--- src/rtl/fx_pkg.sv ---
package fx_pkg;

  localparam int WORD_W = 16;
  localparam int OPND_W = 12;
  localparam int TGT_W  = 20;
  localparam int SEL_W  = 2;

  typedef enum logic [2:0] {
    K_NOP    = 3'd0,
    K_SINGLE = 3'd1,
    K_MOVE   = 3'd2,
    K_LDPTR  = 3'd3,
    K_CALL   = 3'd4,
    K_JUMP   = 3'd5
  } fx_kind_e;

  function automatic logic is_ext(input logic [WORD_W-1:0] w);
    return w[15:12] == 4'hF;
  endfunction

  function automatic logic is_move(input logic [WORD_W-1:0] w);
    return w[15:12] == 4'hC;
  endfunction

  function automatic logic is_ldptr(input logic [WORD_W-1:0] w);
    return w[15:6] == 10'b1110_1110_00;
  endfunction

  function automatic logic is_call(input logic [WORD_W-1:0] w);
    return w[15:8] == 8'hEC;
  endfunction

  function automatic logic is_jump(input logic [WORD_W-1:0] w);
    return w[15:8] == 8'hEF;
  endfunction

  function automatic logic is_dw(input logic [WORD_W-1:0] w);
    return is_move(w) | is_ldptr(w) | is_call(w) | is_jump(w);
  endfunction

  // Class of a leading word; anything that is not a two-word head is SINGLE.
  function automatic fx_kind_e head_kind(input logic [WORD_W-1:0] w);
    if (is_move(w))       return K_MOVE;
    else if (is_ldptr(w)) return K_LDPTR;
    else if (is_call(w))  return K_CALL;
    else if (is_jump(w))  return K_JUMP;
    else                  return K_SINGLE;
  endfunction

  function automatic logic [TGT_W-1:0] jump_target(input logic [WORD_W-1:0] w1,
                                                   input logic [WORD_W-1:0] w2);
    return {w2[11:0], w1[7:0]};
  endfunction

  function automatic logic [OPND_W-1:0] ptr_literal(input logic [WORD_W-1:0] w1,
                                                    input logic [WORD_W-1:0] w2);
    return {w1[3:0], w2[7:0]};
  endfunction

  function automatic logic [SEL_W-1:0] ptr_select(input logic [WORD_W-1:0] w1);
    return w1[5:4];
  endfunction

endpackage

--- src/rtl/fx_pipe_reg.sv ---
module fx_pipe_reg
  import fx_pkg::*;
(
  input  logic              clk,
  input  logic              rst,
  input  logic [WORD_W-1:0] pm_data,
  input  logic              flush,
  input  logic              phase_a,
  output logic [WORD_W-1:0] ir,
  output logic              ir_ok,
  output logic              dw2,
  output logic [WORD_W-1:0] first_q
);

  always_ff @(posedge clk) begin
    if (rst) begin
      ir      <= '0;
      ir_ok   <= 1'b0;
      dw2     <= 1'b0;
      first_q <= '0;
    end else begin
      ir    <= pm_data;
      ir_ok <= ~flush;
      dw2   <= phase_a & ~flush;
      if (phase_a) first_q <= ir;
    end
  end

  // the held leading word does not move while its partner executes
  p_head_held_r4: assert property (@(posedge clk) disable iff (rst)
    dw2 |=> (first_q == $past(first_q)));

endmodule

--- src/rtl/fx_decode.sv ---
module fx_decode
  import fx_pkg::*;
#(
  parameter int ADDR_W = 20
) (
  input  logic              clk,
  input  logic              rst,
  input  logic [WORD_W-1:0] ir,
  input  logic              ir_ok,
  input  logic              dw2,
  input  logic [WORD_W-1:0] first_q,
  output logic              phase_a,
  output logic              issue,
  output logic              xfer,
  output fx_kind_e          kind,
  output logic [WORD_W-1:0] word,
  output logic [OPND_W-1:0] opa,
  output logic [OPND_W-1:0] opb,
  output logic [ADDR_W-1:0] tgt
);

  fx_kind_e head_k;

  assign head_k  = head_kind(first_q);
  assign phase_a = ir_ok & ~dw2 & is_dw(ir);
  assign issue   = ir_ok & ~phase_a;
  assign xfer    = dw2 & ((head_k == K_CALL) | (head_k == K_JUMP));

  always_comb begin
    kind = K_NOP;
    opa  = '0;
    opb  = '0;
    tgt  = '0;
    word = ir_ok ? ir : '0;
    if (dw2) begin
      word = first_q;
      kind = head_k;
      case (head_k)
        K_MOVE: begin
          opa = first_q[OPND_W-1:0];
          opb = ir[OPND_W-1:0];
        end
        K_LDPTR: begin
          opa = ptr_literal(first_q, ir);
          opb = {{(OPND_W-SEL_W){1'b0}}, ptr_select(first_q)};
        end
        K_CALL, K_JUMP: tgt = ADDR_W'(jump_target(first_q, ir));
        default: ;
      endcase
    end else if (issue && !is_ext(ir)) begin
      kind = K_SINGLE;
    end
  end

  // a leading word is always followed by the completing cycle
  p_pair_completes_r4: assert property (@(posedge clk) disable iff (rst)
    phase_a |=> (issue && kind != K_NOP && kind != K_SINGLE));

endmodule

--- src/rtl/fx_pc_unit.sv ---
module fx_pc_unit #(
  parameter int              ADDR_W     = 20,
  parameter logic [ADDR_W-1:0] RESET_ADDR = '0,
  parameter logic [ADDR_W-1:0] VEC_ADDR   = 'h20
) (
  input  logic              clk,
  input  logic              rst,
  input  logic              jmp_take,
  input  logic [ADDR_W-1:0] jmp_tgt,
  input  logic              br_take,
  input  logic [ADDR_W-1:0] br_tgt,
  input  logic              irq_take,
  output logic [ADDR_W-1:0] pc
);

  logic [ADDR_W-1:0] pc_nxt;
  logic              seq_step;

  assign seq_step = ~(jmp_take | br_take | irq_take);

  always_comb begin
    if (jmp_take)      pc_nxt = jmp_tgt;
    else if (br_take)  pc_nxt = br_tgt;
    else if (irq_take) pc_nxt = VEC_ADDR;
    else               pc_nxt = pc + 1'b1;
  end

  always_ff @(posedge clk) begin
    if (rst) pc <= RESET_ADDR;
    else     pc <= pc_nxt;
  end

  // plain sequencing steps by one word
  p_seq_step_r2: assert property (@(posedge clk) disable iff (rst)
    seq_step |=> (pc == $past(pc) + 1'b1));

  // an accepted interrupt lands on the vector
  p_vector_r9: assert property (@(posedge clk) disable iff (rst)
    irq_take |=> (pc == VEC_ADDR));

  // the call/jump target is taken even when a branch asks at once
  p_xfer_wins_r12: assert property (@(posedge clk) disable iff (rst)
    jmp_take |=> (pc == $past(jmp_tgt)));

endmodule

--- src/rtl/fetch_exec_seq.sv ---
module fetch_exec_seq
  import fx_pkg::*;
#(
  parameter int                ADDR_W     = 20,
  parameter logic [ADDR_W-1:0] RESET_ADDR = '0,
  parameter logic [ADDR_W-1:0] VEC_ADDR   = 'h20
) (
  input  logic              clk,
  input  logic              rst,
  output logic [ADDR_W-1:0] pm_addr,
  input  logic [15:0]       pm_data,
  input  logic              irq_req,
  input  logic              br_req,
  input  logic [ADDR_W-1:0] br_target,
  output logic              ex_issue,
  output logic [2:0]        ex_kind,
  output logic [15:0]       ex_word,
  output logic [11:0]       ex_opa,
  output logic [11:0]       ex_opb,
  output logic [ADDR_W-1:0] ex_target,
  output logic              irq_ack,
  output logic [ADDR_W-1:0] irq_ret
);

  logic [WORD_W-1:0] ir, first_q;
  logic              ir_ok, dw2, phase_a, xfer;
  logic              jmp_take, br_take, irq_take, flush;
  fx_kind_e          kind;

  fx_pipe_reg u_pipe (
    .clk     (clk),
    .rst     (rst),
    .pm_data (pm_data),
    .flush   (flush),
    .phase_a (phase_a),
    .ir      (ir),
    .ir_ok   (ir_ok),
    .dw2     (dw2),
    .first_q (first_q)
  );

  fx_decode #(.ADDR_W(ADDR_W)) u_dec (
    .clk     (clk),
    .rst     (rst),
    .ir      (ir),
    .ir_ok   (ir_ok),
    .dw2     (dw2),
    .first_q (first_q),
    .phase_a (phase_a),
    .issue   (ex_issue),
    .xfer    (xfer),
    .kind    (kind),
    .word    (ex_word),
    .opa     (ex_opa),
    .opb     (ex_opb),
    .tgt     (ex_target)
  );

  // Flow arbitration: call/jump first, then execute's branch, then interrupt.
  assign jmp_take = xfer;
  assign br_take  = br_req & ex_issue & ~xfer;
  assign irq_take = irq_req & ~phase_a & ~jmp_take & ~br_take;
  assign flush    = jmp_take | br_take | irq_take;

  fx_pc_unit #(
    .ADDR_W     (ADDR_W),
    .RESET_ADDR (RESET_ADDR),
    .VEC_ADDR   (VEC_ADDR)
  ) u_pc (
    .clk      (clk),
    .rst      (rst),
    .jmp_take (jmp_take),
    .jmp_tgt  (ex_target),
    .br_take  (br_take),
    .br_tgt   (br_target),
    .irq_take (irq_take),
    .pc       (pm_addr)
  );

  assign ex_kind = kind;
  assign irq_ack = irq_take;
  assign irq_ret = pm_addr;

  // first cycle out of reset is an empty slot at the reset address
  p_reset_bubble_r1: assert property (@(posedge clk)
    (!rst && $past(rst)) |-> (!ex_issue && pm_addr == RESET_ADDR));

  // every change of flow leaves exactly one empty execute slot
  p_flush_bubble_r8: assert property (@(posedge clk) disable iff (rst)
    flush |=> (!ex_issue && ex_kind == 3'd0));

  // a completing two-word instruction was never interrupted mid-way
  p_no_split_r10: assert property (@(posedge clk) disable iff (rst)
    dw2 |-> !$past(irq_ack));

endmodule

--- config.mk ---
export PLATFORM = sky130hd
export DESIGN_NAME = fetch_exec_seq
export DESIGN_NICKNAME = d
export VERILOG_FILES = /design/src/rtl/fx_pkg.sv /design/src/rtl/fx_pipe_reg.sv /design/src/rtl/fx_decode.sv /design/src/rtl/fx_pc_unit.sv /design/src/rtl/fetch_exec_seq.sv
export SDC_FILE = /design/constraint.sdc
export NUM_CORES = 1
export LEC_CHECK = 0
export BUFFER_PORTS_ARGS = -buffer_cell sky130_fd_sc_hd__buf_2
export CORE_MARGIN = 3
export CORE_UTILIZATION = 35
export DETAILED_ROUTE_END_ITERATION = 6
export GPL_ROUTABILITY_DRIVEN = 0
export GPL_TIMING_DRIVEN = 0
export SYNTH_ARGS = -nofsm -noshare
export SYNTH_HDL_FRONTEND = slang
export SYNTH_HIERARCHICAL = 1
export SYNTH_SLANG_ARGS = --single-unit
--- constraint.sdc ---
create_clock -name clk -period 4.1 [get_ports clk]
set_input_delay 0.205 -clock clk [delete_from_list [all_inputs] [get_ports clk]]
set_output_delay 0.205 -clock clk [all_outputs]
set_load 0.1 [all_outputs]
# Yosys cells after proc, flatten, opt, wreduce, memory -nomap -nowiden
# Index checks and enable logic that the tools add are counted.
# Widths: inputs -> output; s select.
word_totals:
  register_bits: 54
  input_bits: 40
  out_inout_bits: 105
  wordCells: 60
classes:
  add_sub_neg: 1
  eq_ne: 13
  mux: 17
  bitwise: 21
  n_reduce_logical: 3
ops:
  columns: ["op", "count"]
  rows:
  - ["$mux 20", 5]
  - ["$pmux 12 s2", 2]
  - ["$eq 8x8->1 const B", 4]
  - ["$mux 16", 2]
  - ["$mux 12", 2]
  - ["$add 20x1->20 const B", 1]
  - ["$eq 10x10->1 const B", 2]
  - ["$mux 3", 5]
  - ["$eq 4x4->1 const B", 3]
  - ["$and 1x1->1", 10]
  - ["$eq 3x2->1 const B", 2]
  - ["$eq 3x3->1 const B", 2]
  - ["$or 1x1->1", 6]
  - ["$not 1->1", 5]
  - ["$reduce_or 2->1", 1]
  - ["$logic_and 1x1->1", 1]
  - ["$logic_not 1->1", 1]
  - ["$mux 1", 1]

# Logic depth before layout (Yosys ltp)
# Gate-level depths: netlist of run 1.
logic_depth:
  depth_word: 15
  depth_mapped: 12
  depth_no_buf: 11

# Modules after synthesis
# Netlist of run 1, hierarchy kept.
modules_own_cells:
  columns: ["module", "n_inst", "cells_each", "area_per_inst_um2", "seq_area_each_um2"]
  rows:
  - ["fx_pc_unit", 1, 152, 1277.5, 400.4]
  - ["fx_pipe_reg", 1, 89, 1058.5, 680.7]
  - ["fx_decode", 1, 128, 792.0, 0.0]
  - ["fetch_exec_seq", 1, 25, 191.4, 0.0]

# Least setup slack after synthesis of run 1
# OpenSTA, ideal clock, no wires.
synth_timing:
  path_kind: "reg-to-reg"
  start: "register u_pipe.ir[8]"
  end: "register u_pc.pc[3]"
  t_arrival_ps: 3840
  required_time_ps: 3968
  slack_ps: 128
  stages_incl_launch_ff: 11
  path_buffers: 1
  period_less_slack_ps: 3972
  path_cell_list: "dfxtp_1 nand2b_1 o2111ai_1 and2_1 o41a_1 nand2_1 nor3b_2 nor2_2 clkbuf_8 a221oi_1 nor3_1"
synth_via:
  elab_chain_len: 14
synth_rtl:
  columns: ["element", "line_no", "text"]
  rows:
  - ["from (decl)", "fx_pipe_reg.sv:9", "output logic [WORD_W-1:0] ir,"]
  - ["from (signal assigned)", "fx_pipe_reg.sv:22", "ir <= pm_data;"]
  - ["$eq 10x10->1", "fx_pkg.sv:26", "return w[15:6] == 10'b1110_1110_00;"]
  - ["$or 1x1->1 (2 in series)", "fx_pkg.sv:38", "return is_move(w) | is_ldptr(w) | is_call(w) | is_jump(w);"]
  - ["$or 1x1->1 *", "fx_pkg.sv:38", null]
  - ["$and 1x1->1 *", "fx_decode.sv:25", "assign phase_a = ir_ok & ~dw2 & is_dw(ir);"]
  - ["$not 1->1 *", "fx_decode.sv:26", "assign issue = ir_ok & ~phase_a;"]
  - ["$and 1x1->1 *", "fx_decode.sv:26", null]
  - ["net ex_issue", "fetch_exec_seq.sv:15", "output logic ex_issue,"]
  - ["$and 1x1->1 * (2 in series)", "fetch_exec_seq.sv:61", "assign br_take = br_req & ex_issue & ~xfer;"]
  - ["$not 1->1 *", "fetch_exec_seq.sv:62", "assign irq_take = irq_req & ~phase_a & ~jmp_take & ~br_take;"]
  - ["$and 1x1->1 *", "fetch_exec_seq.sv:62", null]
  - ["net irq_ack", "fetch_exec_seq.sv:21", "output logic irq_ack,"]
  - ["$mux 20 *", "fx_pc_unit.sv:24", "else if (irq_take) pc_nxt = VEC_ADDR;"]
  - ["$mux 20 *", "fx_pc_unit.sv:23", "else if (br_take) pc_nxt = br_tgt;"]
  - ["$mux 20 *", "fx_pc_unit.sv:22", "if (jmp_take) pc_nxt = jmp_tgt;"]
  - ["to (signal assigned)", "fx_pc_unit.sv:30", "else pc <= pc_nxt;"]
  - ["to (decl)", "fx_pc_unit.sv:13", "output logic [ADDR_W-1:0] pc"]
# Mark *: on every way through the listed nets, which the timed path passes. The rest lies on a longest branch.
# A chain may end at the register's enable or synchronous reset.

# Worst setup path after layout of run 1
layout_timing:
  start: "register u_pipe.first_q[13]"
  end: "register u_pc.pc[6]"
layout_via:
  elab_chain_len: 15
layout_rtl:
  columns: ["element", "line_no", "text"]
  rows:
  - ["from (decl)", "fx_pipe_reg.sv:12", "output logic [WORD_W-1:0] first_q"]
  - ["from (signal assigned)", "fx_pipe_reg.sv:25", "if (phase_a) first_q <= ir;"]
  - ["$eq 8x8->1", "fx_pkg.sv:34", "return w[15:8] == 8'hEF;"]
  - ["$mux 3", "fx_pkg.sv:46", "else if (is_jump(w)) return K_JUMP;"]
  - ["$mux 3", "fx_pkg.sv:45", "else if (is_call(w)) return K_CALL;"]
  - ["$mux 3", "fx_pkg.sv:44", "else if (is_ldptr(w)) return K_LDPTR;"]
  - ["$mux 3 *", "fx_pkg.sv:43", "if (is_move(w)) return K_MOVE;"]
  - ["$eq 3x3->1", "fx_decode.sv:27", "assign xfer = dw2 & ((head_k == K_CALL) | (head_k == K_JUMP));"]
  - ["$or 1x1->1 *", "fx_decode.sv:27", null]
  - ["$and 1x1->1 *", "fx_decode.sv:27", null]
  - ["net jmp_take", "fetch_exec_seq.sv:27", "logic jmp_take, br_take, irq_take, flush;"]
  - ["$not 1->1 *", "fetch_exec_seq.sv:61", null]
  - ["$and 1x1->1 *", "fetch_exec_seq.sv:61", null]
  - ["net br_take", "fetch_exec_seq.sv:27", null]
  - ["$not 1->1", "fetch_exec_seq.sv:62", null]
  - ["$and 1x1->1", "fetch_exec_seq.sv:62", null]
  - ["$mux 20", "fx_pc_unit.sv:24", null]
  - ["$mux 20 *", "fx_pc_unit.sv:23", null]
  - ["$mux 20 *", "fx_pc_unit.sv:22", null]
# Marks and branches as above.

==> results of run 1 <==
[sequential cells by signal (all words and copies together) (netlist names)]
name,cells
u_pipe/first_q,16
u_pipe/ir_ok,1
u_pipe/dw2,1
u_pc/pc,20
u_pipe/ir,16
[how the worst max path moves through the flow]
stage,endpoint,startpoint,slack (ns)
floorplan,u_pc/pc[3],u_pipe/ir[8],0.13
global placement,u_pc/pc[6],u_pipe/first_q[13],1.32
detailed placement,u_pc/pc[6],u_pipe/first_q[13],1.30
CTS,u_pc/pc[6],u_pipe/first_q[13],1.28
global route,u_pc/pc[9],u_pipe/first_q[13],1.04
finish,u_pc/pc[6],u_pipe/first_q[13],1.25
[cells in the final DEF, fill, tap and decap left out, types with 5 or more instances in the layout]
master	count
nand4_1	8
clkbuf_1	9
xnor2_1	11
nand2_1	32
mux2i_1	17
buf_2	149
nor4_1	5
a21oi_1	9
a22o_2	7
dfxtp_1	54
a221oi_1	13
a22oi_1	9
clkbuf_8	7
o21ai_0	13
and3_1	11
nor2_1	25
nor2b_1	38
buf_4	22
a22o_1	5
nor3_1	15
nand3_1	7
xor2_1	7
inv_1	7
and2_1	23
[layer usage]
layer,up-vias,share of wire (%),track usage [%]
met3,8,9.2,3.22
met4,0,0.90,5.28
met5,-,0,0
met2,180,46,31.6
met1,1532,44,26.5
li1,1663,-,-
[through the flow]
stage / power, mW / utilization, % / cell area (um^2) / cells / setup WS, ns
2_1_floorplan: 0.769 / - / 3320 / 394 / 0.128
3_3_place_gp: 0.828 / 46.8 / 4200 / 664 / 1.32
3_5_place_dp: 0.831 / 46.8 / 4200 / 664 / 1.30
4_1_cts: 1.14 / 47.9 / 4300 / 672 / 1.28
5_1_grt: 1.18 / 47.9 / 4300 / 672 / 1.04
6_report: 1.13 / 47.9 / 4300 / 672 / 1.25
[layout make-up]
class / instances / area, um^2
Inverter: 7 / 26.3
Clock buffer: 6 / 82.6
Sequential cell: 54 / 1080
Multi-Input combinational cell: 288 / 1900
Clock inverter: 2 / 16.3
Tap cell: 126 / 158
Timing Repair Buffer: 144 / 721
Buffer: 45 / 312
Fill cell: 936 / 4680
[cells by family (layout without fill, tap and decap cells)]
group,after synthesis,after routing,synth area share (%)
compound gates,66,66,15.0
xor+xnor,18,18,4.75
fa+ha+maj,1,1,0.377
buf+inv,52,204,10.2
flops,54,54,32.6
mux,17,17,5.13
simple gates,186,186,32.0
[power groups by stage]
| stage | clock [mW] | sequential (mW) | combinational [mW] |
|---|---|---|---|
| 5_1_grt | 0.343 | 0.570 | 0.264 |
| 3_5_place_dp | 0 | 0.579 | 0.252 |
| 6_report | 0.313 | 0.566 | 0.252 |
| 4_1_cts | 0.324 | 0.566 | 0.253 |
| 2_1_floorplan | 0 | 0.615 | 0.154 |
| 3_3_place_gp | 0 | 0.578 | 0.251 |
==> impl_metrics.ini, run 1 <==
[clock_tree]
clk_pin_slew_ns = 0.10
clock_sinks = 54
post_cts_buffers = 0
insertion_delay_ns = 0.30
clock_path_buffers = 2
cts_tree = yes
htree_levels = 2
cts_hold_buf = 0
cts_buffers = 5
clockRootBuffer = clkbuf_8
cts_resized = 0

[yosys]
synth_area_per_cell_um2 = 8.42
ys_seq_area_share_pct = 32.6
synth_most_common_cell = dfxtp_1
synth_commonest_cells = dfxtp_1, nor2b_1, nand2_1
synth_area_um2 = 3320
synth_nets = 435
synth-edff-count = 0
netlist_top_cells_area = dfxtp_1, nor2b_1, mux2i_1
yosysTopAreaCell = dfxtp_1
ys_async_sr_fraction_pct = 0
yosys_warnings = 6
ys_seq_elements = 54
yosysTopAreaCellShare_pct = 32.6
synthDistinctLibCells = 54
syn_inst = 394
synthFlopType = dfxtp_1

[die]
die_width_um = 103
core_um2 = 8980
rows = 34
ios = 145
start_util_pct = 37.0
die_y_um = 103
die_area_um2 = 10700

[pwr]
p_leak_nw = 2.04
swShare_pct = 34.5
pwr-share-clk_pct = 27.7
internal_power_mw = 0.741
power.share.sequential_pct = 50.1
vdd_ir_drop_max_v = 0.000152
combPwrFrac_pct = 22.2
power.switching_mw = 0.390
power.density_nw_per_um2 = 263

[global_routing]
first_global_vias = 3152
grt_pass1_wl_um = 16200
grt_use_total_pct = 19.4
antenna_found_initial = 0
overflow = 0
grt_max_degree = 18

[cells_and_area]
drive_above_1_share_pct = 37.7
areaGrowthSynthToFinish_pct = 29.4
nets = 586
n_antenna_cell = 0

[setup_path]
cp_max_fo = 15
slowest_delay_ns = 0.43
r2r_setup_slack_ns = 1.25
arrival_ns = 3.03
cp.required_ns = 4.28
crit_buf_inv = 3
reg2reg_to = u_pc/pc[6]
crit_top_cell = nor3_1
path_delay_family = simple AND/OR/NAND/NOR gates
cp.depth = 9
cp_slowest_cell = dfxtp_1
crit_chain = nand3_1, or2_2, nor3_1, buf_2, nor2_1, buf_1, buf_6, a221oi_1, nor3_1
reg2reg_from = u_pipe/first_q[13]
worstSetupPathType = reg2reg
cp-start-kind = flop
end_kind = flop
r2r_cells = 9

[timing]
slew_violations = 0
fin_tns_setup_ns = 0
tightest_slew_ns = 0.586
rsz0062_at_grt = false
relSlewSlack_pct = 60.9
fin_crit_sh_pct = 69.5
setup_viol = 0
whs_ns = 0.104
fin_skew_ns = 0.00907
fin_crit_ns = 2.85
hold_viol_final = 0
fmaxAchievable_mhz = 351

[routing]
drt-total-wl_um = 10700
drt_iter0_drc = 182
vias_per_cell = 5.03
first_pass_iters = 5
ant_nets = 0
wl_per_cell_um = 15.9
vias = 3383
drc = 0

[min_path]
min_from = pm_data[10]
worstHoldEndpoint = u_pipe/ir[10]
hold_depth = 2
holdCritPathClass = in2reg

[run]
maxCapViolations = 0

[placed_design]
port_buffers = 144
dp_hpwl_um = 8490

[run_status]
status = finished, final reports clean
Note: power is estimated with default switching activity, not from simulation.
==> run 2: changes to the inputs <==
- ABC_AREA: not set -> 1
- clock period: 4.1 -> 2.7 ns (I/O delays scaled with it)
==> run 2 against run 1 <==
Against the previous run:
- routed wire length rose by 12%
- utilization down 1.1 points
- worst hold slack worse by 0.085 ns
- first-iteration DRC count up 26%
- clock power increased by 58%
- combinational power rose by 68%
- synthesized area increased by 11%
- final cell count increased by 28%
- count of clock-buffer cells in the layout is the same
- register-to-register slack worse by 1.0 ns
==> impl_metrics.ini, run 2 <==
[routing]
first_pass_iters = 5
wl_per_cell_um = 13.9
vias_per_cell = 4.76
drt-total-wl_um = 11900
drt_iter0_drc = 230
vias = 4079
drc = 0
ant_nets = 0

[timing]
rsz0062_at_grt = true
fin_crit_ns = 2.47
tightest_slew_ns = 0.603
fin_tns_setup_ns = 0
relSlewSlack_pct = 59.8
setup_viol = 0
fin_skew_ns = 0.00824
hold_viol_final = 0
fmaxAchievable_mhz = 405
slew_violations = 0
fin_crit_sh_pct = 91.4

[setup_path]
path_delay_family = buffers and inverters
slowest_delay_ns = 0.46
cp.required_ns = 2.90
cp-start-kind = flop
r2r_setup_slack_ns = 0.23
cp_slowest_cell = clkbuf_1
arrival_ns = 2.66
crit_buf_inv = 5
reg2reg_from = u_pipe/dw2
end_kind = flop
reg2reg_to = u_pc/pc[5]
crit_top_cell = inv_1
r2r_cells = 13
worstSetupPathType = reg2reg
cp_max_fo = 10
crit_chain = buf_2, inv_1, nand2_1, nor3_1, nand2_1, inv_1, nor2_4, nand2_2, nor2_1, clkbuf_1, inv_1, o22ai_1, a21oi_1

[clock_tree]
post_cts_buffers = 0
clockRootBuffer = clkbuf_8
htree_levels = 2
cts_resized = 0
cts_buffers = 5
clock_sinks = 54
cts_tree = yes
clk_pin_slew_ns = 0.11
cts_hold_buf = 0
insertion_delay_ns = 0.31
clock_path_buffers = 2

[yosys]
synthFlopType = dfxtp_1
yosysTopAreaCell = dfxtp_1
ys_seq_elements = 54
netlist_top_cells_area = dfxtp_1, nand2_1, inv_1
ys_async_sr_fraction_pct = 0
syn_inst = 572
synth_area_per_cell_um2 = 6.43
synth_nets = 613
ys_seq_area_share_pct = 29.4
synth_most_common_cell = nand2_1
yosys_warnings = 6
synth_commonest_cells = nand2_1, inv_1, nor2_1
yosysTopAreaCellShare_pct = 29.4
synth_area_um2 = 3680
synthDistinctLibCells = 31
synth-edff-count = 0

[run]
maxCapViolations = 0

[cells_and_area]
layout_commonest_cell = buf_2
areaGrowthSynthToFinish_pct = 27.0
largestRegisters = u_pc/pc (20), u_pipe/first_q (16), u_pipe/ir (16)
layout_common_cells = buf_2, nand2_1, inv_1, nor2_1, dfxtp_1
largest_register_ffs = 20
drive_above_1_share_pct = 35.6
fill_cells = 1122
n_antenna_cell = 0
fin_area_um2 = 4670
utilization_pct = 46.7
max_flop_register = u_pc/pc
nets = 764

[run_status]
status = finished, final reports clean

[min_path]
worstHoldEndpoint = u_pipe/ir[13]
hold_depth = 3
holdCritPathClass = in2reg
min_from = pm_data[13]

[die]
die_area_um2 = 11800
die_y_um = 109
die_width_um = 109
start_util_pct = 36.8
core_um2 = 10000
ios = 145
rows = 36

[global_routing]
antenna_found_initial = 0
first_global_vias = 3676
grt_max_degree = 17
grt_pass1_wl_um = 18500
overflow = 0
grt_use_total_pct = 19.9

[placed_design]
dp_hpwl_um = 9620
port_buffers = 144
placed_area_um2 = 4580

[pwr]
vdd_ir_drop_max_v = 0.000205
power.density_nw_per_um2 = 379
power_mw = 1.77
p_leak_nw = 2.23
-- run 2: cell count changes after synthesis, sizes merged, moves of 12 or more --
cell,change
inv,+79
o21ai,+14
nand3,+20
a22o,-12
a21oi,+47
nor2b,-38
and2,-24
nand2,+88
nor3,-13
a221oi,-14
mux2i,-17
nor2,+86
-- run 2: worst max-delay path by stage --
stage | start | endpoint | cells past startpoint
finish | u_pipe/dw2 | u_pc/pc[5] | 13
global route | u_pipe/first_q[13] | u_pc/pc[3] | 15
global placement | u_pipe/first_q[15] | u_pc/pc[6] | 15
floorplan | u_pipe/dw2 | ex_word[10] | 4
detailed placement | u_pipe/first_q[15] | u_pc/pc[6] | 15
CTS | u_pipe/first_q[13] | u_pc/pc[6] | 15
-- run 2: tightest hold or removal path: cells and delay by family --
kind,cells,cell delay (ns)
AND/OR/NAND/NOR,1,0.06
buffers and inverters,2,0.10
-- run 2: cell type report --
type	instances	area (um^2)	share of cell area, %
multi-input cells	384	1930	41.4
well taps	133	166	3.56
repair buffers	144	721	15.4
flip-flops and latches	54	1080	23.1
clock inverters	2	12.5	0.268
clock buffers	6	82.6	1.77
inverters	86	330	7.07
plain buffers	48	344	7.36
-- run 2: cells by family (layout without fill, tap and decap cells) --
| logic type | after synthesis | count (layout) | share of synthesized area (%) |
|---|---|---|---|
| AOI/OAI and AO/OA | 102 | 102 | 15.1 |
| DFF | 54 | 54 | 29.4 |
| buffers and inverters | 134 | 286 | 18.3 |
| adders and majority gates | 1 | 1 | 0.340 |
| and+or+nand+nor | 281 | 281 | 36.8 |
-- run 2: through the flow --
step / setup WS [ns] / cells / hold slack [ns]
4_1_cts: 0.212 / 857 / 0.0120
3_5_place_dp: 0.251 / 849 / 0.343
5_1_grt: -0.0112 / 857 / 0.0171
2_1_floorplan: -0.154 / 572 / 0.242
3_3_place_gp: 0.270 / 849 / 0.337
6_report: 0.233 / 857 / 0.0186
-- run 2: power breakdown --
| part | leakage [nW] | switching (mW) | internal (mW) |
|---|---|---|---|
| Sequential | 0.441 | 0.0298 | 0.822 |
| Combinational | 1.74 | 0.328 | 0.0960 |
| Clock | 0.0472 | 0.286 | 0.207 |
| Total | 2.23 | 0.644 | 1.13 |
-- run 2: layer usage --
metal	routed length, um	GRT usage [%]	share of wire, %	vias to the layer above
met2	5960	35.3	50	140
met1	4930	25.7	41	1860
met4	79	2.98	0.66	0
met5	0	0	0	-
li1	-	-	-	2073
met3	979	3.46	8.2	6
